**src/rtl/acc_rotate_pkg.sv**
```systemverilog
// Package: shared mode encoding and flag bit positions for the rotate unit.
// Assumes an 8-bit flag byte; bit positions are fixed because downstream
// condition logic decodes them.
package acc_rotate_pkg;

    localparam int FLAG_W = 8;

    // Flag bit positions
    localparam int FLAG_SIGN   = 7;
    localparam int FLAG_ZERO   = 6;
    localparam int FLAG_HALF   = 4;
    localparam int FLAG_PARITY = 2;
    localparam int FLAG_SUB    = 1;
    localparam int FLAG_CARRY  = 0;

    // Bits that survive a rotate unchanged
    localparam logic [FLAG_W-1:0] FLAG_KEEP_MASK =
        FLAG_W'((1 << FLAG_SIGN) | (1 << FLAG_ZERO) | (1 << FLAG_PARITY));

    // Mode code: bit 1 = direction (1 = left), bit 0 = through carry
    typedef enum logic [1:0] {
        MODE_CIRC_RIGHT  = 2'b00,
        MODE_CARRY_RIGHT = 2'b01,
        MODE_CIRC_LEFT   = 2'b10,
        MODE_CARRY_LEFT  = 2'b11
    } rot_mode_e;

endpackage

```
**src/rtl/acc_rotate_shifter.sv**
```systemverilog
// Module: single-place rotate of a DATA_W-bit word.
// Direction and fill source come from the mode; the bit that leaves the
// word is returned as carry_out. Purely combinational.
module acc_rotate_shifter #(
    parameter int DATA_W = 8
) (
    input  logic [DATA_W-1:0] data_in,
    input  logic              carry_in,
    input  logic              go_left,
    input  logic              thru_carry,
    output logic [DATA_W-1:0] data_out,
    output logic              carry_out
);

    logic [DATA_W-1:0] right_w;
    logic [DATA_W-1:0] left_w;
    logic              right_fill;
    logic              left_fill;

    // Fill bit: old carry or the bit leaving the opposite end
    always_comb begin
        right_fill = thru_carry ? carry_in : data_in[0];
        left_fill  = thru_carry ? carry_in : data_in[DATA_W-1];
    end

    // Per-bit steering for both directions
    for (genvar i = 0; i < DATA_W; i++) begin : g_bit
        if (i == DATA_W - 1) begin : g_top
            assign right_w[i] = right_fill;
        end else begin : g_rmid
            assign right_w[i] = data_in[i+1];
        end
        if (i == 0) begin : g_bot
            assign left_w[i] = left_fill;
        end else begin : g_lmid
            assign left_w[i] = data_in[i-1];
        end
    end

    // Direction select and outgoing bit
    always_comb begin
        data_out  = go_left ? left_w : right_w;
        carry_out = go_left ? data_in[DATA_W-1] : data_in[0];
    end

endmodule

```
**src/rtl/acc_rotate_flags.sv**
```systemverilog
// Module: builds the post-rotate flag byte.
// Keeps sign, zero and parity/overflow, clears every other bit, then
// inserts the outgoing bit as carry. Purely combinational.
module acc_rotate_flags
    import acc_rotate_pkg::*;
(
    input  logic [FLAG_W-1:0] flags_in,
    input  logic              carry_new,
    output logic [FLAG_W-1:0] flags_out
);

    // Masked merge of kept bits and new carry
    always_comb begin
        flags_out             = flags_in & FLAG_KEEP_MASK;
        flags_out[FLAG_CARRY] = carry_new;
    end

endmodule

```
**src/rtl/acc_rotate_regs.sv**
```systemverilog
// Module: accumulator and flag register pair.
// Load has priority over update; both clear on synchronous active-low reset.
module acc_rotate_regs
    import acc_rotate_pkg::*;
#(
    parameter int DATA_W = 8
) (
    input  logic              clk,
    input  logic              rst_n,
    input  logic              ld_en,
    input  logic [DATA_W-1:0] ld_acc,
    input  logic [FLAG_W-1:0] ld_flags,
    input  logic              upd_en,
    input  logic [DATA_W-1:0] acc_next,
    input  logic [FLAG_W-1:0] flags_next,
    output logic [DATA_W-1:0] acc_q,
    output logic [FLAG_W-1:0] flags_q
);

    // State update: reset, then load, then rotate result
    always_ff @(posedge clk) begin
        if (!rst_n) begin
            acc_q   <= '0;
            flags_q <= '0;
        end else if (ld_en) begin
            acc_q   <= ld_acc;
            flags_q <= ld_flags;
        end else if (upd_en) begin
            acc_q   <= acc_next;
            flags_q <= flags_next;
        end
    end

endmodule

```
**src/rtl/acc_rotate_unit.sv**
```systemverilog
// Module: accumulator rotate unit (top).
// Decodes the mode, rotates the registered accumulator, rewrites the flags
// and stores both when op_valid is high. Reports the fixed operation cost.
module acc_rotate_unit
    import acc_rotate_pkg::*;
#(
    parameter int DATA_W     = 8,
    parameter int CYCLE_COST = 4,
    localparam int COST_W    = $clog2(CYCLE_COST + 1)
) (
    input  logic              clk,
    input  logic              rst_n,
    input  logic              ld_en,
    input  logic [DATA_W-1:0] ld_acc,
    input  logic [FLAG_W-1:0] ld_flags,
    input  logic              op_valid,
    input  logic [1:0]        op_sel,
    output logic [DATA_W-1:0] acc_q,
    output logic [FLAG_W-1:0] flags_q,
    output logic [COST_W-1:0] cost_cycles
);

    rot_mode_e         mode;
    logic              go_left;
    logic              thru_carry;
    logic [DATA_W-1:0] acc_next;
    logic              carry_next;
    logic [FLAG_W-1:0] flags_next;

    // Mode decode into direction and fill source
    always_comb begin
        mode       = rot_mode_e'(op_sel);
        go_left    = (mode == MODE_CIRC_LEFT)  || (mode == MODE_CARRY_LEFT);
        thru_carry = (mode == MODE_CARRY_RIGHT) || (mode == MODE_CARRY_LEFT);
    end

    acc_rotate_shifter #(.DATA_W(DATA_W)) u_shift (
        .data_in    (acc_q),
        .carry_in   (flags_q[FLAG_CARRY]),
        .go_left    (go_left),
        .thru_carry (thru_carry),
        .data_out   (acc_next),
        .carry_out  (carry_next)
    );

    acc_rotate_flags u_flags (
        .flags_in  (flags_q),
        .carry_new (carry_next),
        .flags_out (flags_next)
    );

    acc_rotate_regs #(.DATA_W(DATA_W)) u_regs (
        .clk        (clk),
        .rst_n      (rst_n),
        .ld_en      (ld_en),
        .ld_acc     (ld_acc),
        .ld_flags   (ld_flags),
        .upd_en     (op_valid),
        .acc_next   (acc_next),
        .flags_next (flags_next),
        .acc_q      (acc_q),
        .flags_q    (flags_q)
    );

    // Cost report while an operation is strobed
    always_comb begin
        cost_cycles = op_valid ? COST_W'(CYCLE_COST) : '0;
    end

endmodule

```
**config.mk**
```make
export PLATFORM = sky130hd
export DESIGN_NAME = acc_rotate_unit
export DESIGN_NICKNAME = d
export VERILOG_FILES = /design/src/rtl/acc_rotate_pkg.sv /design/src/rtl/acc_rotate_shifter.sv /design/src/rtl/acc_rotate_flags.sv /design/src/rtl/acc_rotate_regs.sv /design/src/rtl/acc_rotate_unit.sv
export SDC_FILE = /design/constraint.sdc
export NUM_CORES = 1
export LEC_CHECK = 0
export CAP_MARGIN = 20
export CORE_ASPECT_RATIO = 0.9
export CORE_MARGIN = 3
export CORE_UTILIZATION = 44
export DETAILED_ROUTE_END_ITERATION = 10
export GPL_TIMING_DRIVEN = 0
export HOLD_SLACK_MARGIN = 0.15
export PLACE_DENSITY = 0.91
export SYNTH_ARGS = -nofsm -noshare
export SYNTH_HDL_FRONTEND = slang
export SYNTH_HIERARCHICAL = 1
export SYNTH_SLANG_ARGS = --single-unit
```
**constraint.sdc**
```tcl
create_clock -name clk -period 2.1 [get_ports clk]
set_clock_uncertainty 0.1 [all_clocks]
set_input_delay 0.21 -clock clk [delete_from_list [all_inputs] [get_ports clk]]
set_output_delay 0.21 -clock clk [all_outputs]
set_load 0.05 [all_outputs]
```
## Yosys cells after proc, flatten, opt, wreduce, memory -nomap -nowiden

Index checks and enable logic that the tools add are counted.

| operators by class | value |
|---|---|
| equal/unequal tests | 3 |
| mux-type cells | 9 |
| reductions and logical operators | 3 |

Operator list:

| cell | number |
|---|---|
| $mux 8 | 4 |
| $mux 6 | 1 |
| $eq 2x2->1 const B | 2 |
| $mux 1 | 3 |
| $mux 3 | 1 |
| $eq 2x1->1 const B | 1 |
| $logic_or 1x1->1 | 2 |
| $reduce_bool 2->1 | 1 |

| word-level totals | value |
|---|---|
| register bits after elaboration | 16 |
| input bits | 22 |
| output and inout bits | 19 |
| word-level logic and storage cells | 18 |

## Longest topological paths before layout

| logic depth | value |
|---|---|
| depth after elaboration | 6 |
| depth in mapped cells | 6 |
| mapped depth without buffers | 4 |

## Modules after synthesis

Netlist, hierarchy kept.

By module, submodules not included:

| module | times used | cells an instance | area an instance (um2) | seq. area each (um2) |
|---|---|---|---|---|
| acc_rotate_regs | 1 | 71 | 852.1 | 320.3 |
| acc_rotate_shifter | 1 | 14 | 150.1 | 0.0 |
| acc_rotate_flags | 1 | 9 | 63.8 | 0.0 |
| acc_rotate_unit | 1 | 6 | 33.8 | 0.0 |

## Worst setup path after synthesis

No wires, ideal clock.

| timing path | value |
|---|---|
| kind | reg-to-reg |
| start | register u_regs.acc_q[0] |
| end | register u_regs.flags_q[0] |
| setup time | 116 ps |
| arrival time | 1371 ps |
| required time | 1884 ps |
| path slack | 513 ps |
| stages on the path, launching flop included | 5 |
| path buffers | 1 |
| clock period less this slack | 1587 ps |
| cell sequence | dfxtp_1 -> mux2_4 -> buf_4 -> mux2_2 -> o211a_1 |

| between the ends | value |
|---|---|
| longest elaborated chain between the ends | 3 |

Ends and longest elaborated chain:

| element | RTL line | text |
|---|---|---|
| from (decl) | acc_rotate_regs.sv:16 | `output logic [DATA_W-1:0] acc_q,` |
| from (signal assigned) | acc_rotate_regs.sv:26 | `acc_q <= ld_acc;` |
| from (signal assigned) | acc_rotate_regs.sv:29 | `acc_q <= acc_next;` |
| $mux 1 | acc_rotate_shifter.sv:43 | `carry_out = go_left ? data_in[DATA_W-1] : data_in[0];` |
| net carry_next | acc_rotate_unit.sv:27 | `logic carry_next;` |
| $mux 6 | acc_rotate_regs.sv:28 | `end else if (upd_en) begin` |
| $mux 8 | acc_rotate_regs.sv:25 | `end else if (ld_en) begin` |
| to (signal assigned) | acc_rotate_regs.sv:27 | `flags_q <= ld_flags;` |
| to (signal assigned) | acc_rotate_regs.sv:30 | `flags_q <= flags_next;` |
| to (decl) | acc_rotate_regs.sv:17 | `output logic [FLAG_W-1:0] flags_q` |

The timed path passes the listed nets, and every way through them passes these cells. The select of a mux whose other input is x is not followed.
A chain may end at the register's enable or synchronous reset.

## Worst setup path in the final report

| timing path | value |
|---|---|
| start | register u_regs.acc_q[7] |
| end | output acc_q[7] |

RTL lines:

| element | RTL line | text |
|---|---|---|
| to (decl) | acc_rotate_unit.sv:18 | `output logic [DATA_W-1:0] acc_q,` |

No word-level cell between the ends.

==> results.json <==
{
  "grt_max_degree": 11,
  "finalCriticalPeriod_ps": 1850,
  "postCtsSetupBuffers": 0,
  "start_kind": "register",
  "vias_per_cell": 4.85,
  "yosys.area.top_type_share": 0.291,
  "avgSynthCellArea_um2": 11.0,
  "hold_buffers": 1,
  "cp_data_arrival_time_ps": 1540,
  "synth-xor-area-share": 0,
  "wl_per_cell_um": 15.1,
  "end_kind": "output pin",
  "critPathBufInv": 1,
  "diodes": 0,
  "critical_path.top_delay_family": "buffers and inverters",
  "insertion_delay_ps": 290,
  "critical_path_class": "register to output pin",
  "critPathMaxFanout": 5,
  "overflow": 0,
  "synth_top_cells_by_count": "dfxtp_1, mux2_4, o211a_1",
  "fmax_ghz": 0.541,
  "rsz0062_at_grt": "false",
  "drc": 0,
  "cts_resized": 0,
  "gp_congestion": 0.777,
  "tightest_slew_ps": 529,
  "wirelength_um": 2560,
  "cp.depth": 1,
  "final_net_count": 166,
  "busiest_layer": "met2",
  "met1_usage": 0.216,
  "cp.required_ps": 1790,
  "synth.area.top_cells": "dfxtp_1, mux2_4, o211a_1",
  "p_comb_frac": 0.396,
  "yosys.area.top_type": "dfxtp_1",
  "setup_viol": 0,
  "clock_path_buffers": 2,
  "synth.area.mux_share": 0.308,
  "syn_area_um2": 1100,
  "r2r_cells": 4,
  "fill_cells": 176,
  "cellLeakagePower_nw": 0.787,
  "cts_root_buffer": "clkbuf_4",
  "dpl_worst_slack_ps": 309,
  "setup_slack_ps": 252,
  "final_hold_viol_count": 0,
  "rr_endpoint": "u_regs/flags_q[0]",
  "stdcell_count": 169,
  "final_max_slew_viol_count": 0,
  "yosys.area_share.simple": 0.0990,
  "finalCritPeriodShare": 0.880,
  "multi_input_area_um2": 641,
  "grt_use_met2": 0.325,
  "core_um2": 2280,
  "num_vias": 820,
  "io_buffers": 34,
  "drt_iter0_markers": 20,
  "hold_class": "primary input to register",
  "grt_pass1_wl_um": 4140,
  "synth-async-reset-ratio": 0,
  "critPathCapture": "acc_q[7]",
  "cts_tree": "yes",
  "startpoint": "u_regs/acc_q[7]",
  "ys.flop_type": "dfxtp_1",
  "tns_ps": 0,
  "rrSetupSlack_ps": 680,
  "syn_inst": 100,
  "die_area_um2": 3140,
  "p_total_uw": 851,
  "seq_area_frac_synth": 0.291,
  "run_status": "finished, final reports clean",
  "ir_drop_uv": 566,
  "seq_area_um2": 320,
  "synth_top_family_by_area": "multiplexers",
  "layout-drive-gt1-share": 0.296,
  "synthAdderAreaFrac": 0,
  "grtUsageTotal": 0.182,
  "slowest_stage": "clkdlybuf4s50_1",
  "dp_cells": 165,
  "antenna_found_initial": 0,
  "p_switching_uw": 285,
  "cap_violations": 0,
  "cts_max_level": 1,
  "boundaryPins": 41,
  "fp.dieW_um": 58.7,
  "yosys_warnings": 6,
  "clkPwrFrac": 0.195,
  "synth_seq_cells": 16,
  "r2r-start": "u_regs/acc_q[7]",
  "postRouteAntennaNets": 0,
  "rows": 16,
  "yosysUniqueCellTypes": 17,
  "cts_buffers": 3,
  "firstDrtPassIters": 4,
  "slowest_delay_ps": 830,
  "seq_power_share": 0.409,
  "p_int_uw": 566,
  "p_sw_frac": 0.335,
  "relSlewSlack": 0.646,
  "power_density_nw_per_um2": 559,
  "gr-usage-met3": 0.0317,
  "path_clk_slew_ps": 100,
  "cts.sinks": 16,
  "grt_pass1_vias": 895,
  "synth_compound_area_frac": 0.155,
  "whs_ps": 231,
  "syn_to_final_growth_pct": 38.3,
  "die_h_um": 53.4,
  "cp_cell_sequence": "clkdlybuf4s50_1",
  "synth-edff-count": 0,
  "initial_core_util": 0.482,
  "dp_hpwl_um": 1990
}
==> cell type report <==
type / instances / share of cell area
sequential: 16 / 0.211
clock buffer: 3 / 0.0148
multi-input combinational: 67 / 0.421
buffer: 21 / 0.101
tap: 27 / 0.0222
timing repair buffer: 35 / 0.230
==> layer usage <==
layer | wire (um) | vias up | part of all wire
li1 | - | 420 | -
met2 | 1310 | 27 | 0.51
met3 | 136 | 5 | 0.053
met5 | 0 | - | 0
met4 | 38 | 0 | 0.015
met1 | 1080 | 368 | 0.42
==> worst min-delay path by stage <==
stage             start              end  cells past startpoint
5_1_grt        op_valid  u_regs/acc_q[6]                      3
3_3_place_gp      rst_n  u_regs/acc_q[6]                      2
6_report       op_valid  u_regs/acc_q[5]                      3
2_1_floorplan     ld_en  u_regs/acc_q[4]                      2
3_5_place_dp      rst_n  u_regs/acc_q[5]                      2
4_1_cts        op_valid  u_regs/acc_q[5]                      3
==> state kept, by name (all words and copies together), names as in the netlist <==
register        flops
u_regs/acc_q        8
u_regs/flags_q      8
==> power groups by stage <==
stage,Sequential [mW],Combinational (mW),Clock (mW)
floorplan,0.431,0.155,0
global placement,0.353,0.325,0
detailed placement,0.355,0.335,0
CTS,0.348,0.338,0.173
global route,0.351,0.356,0.181
finish,0.348,0.337,0.166
==> cells by family (layout without fill, tap and decap cells) <==
family,Yosys count,count (layout)
AND/OR/NAND/NOR,18,18
flip-flops,16,16
multiplexers,25,25
buffers and inverters,21,59
other,2,6
AO/OA/AOI/OAI,18,18
==> layout by cell type, fill, tap and decap left out <==
| cell | n |
|---|---|
| clkdlybuf4s50_1 | 34 |
| mux2_4 | 16 |
| o211a_1 | 16 |
| dfxtp_1 | 16 |
| nand2b_1 | 15 |
| buf_4 | 11 |
| mux2_2 | 7 |
| conb_1 | 6 |
| clkbuf_1 | 5 |
| clkbuf_4 | 3 |
| buf_2 | 2 |
| buf_6 | 2 |
| mux2i_1 | 2 |
| buf_12 | 1 |
| or2b_1 | 1 |
| dlygate4sd3_1 | 1 |
| nor2_1 | 1 |
| a21oi_1 | 1 |
| nand2_1 | 1 |
| o21ai_0 | 1 |
==> stage by stage <==
| step | utilization | cell area (um2) |
|---|---|---|
| floorplan | - | 1110 |
| global placement | 0.652 | 1490 |
| detailed placement | 0.652 | 1490 |
| CTS | 0.667 | 1520 |
| global route | 0.667 | 1520 |
| finish | 0.667 | 1520 |
No activity file was read; power rests on OpenSTA's default activity.
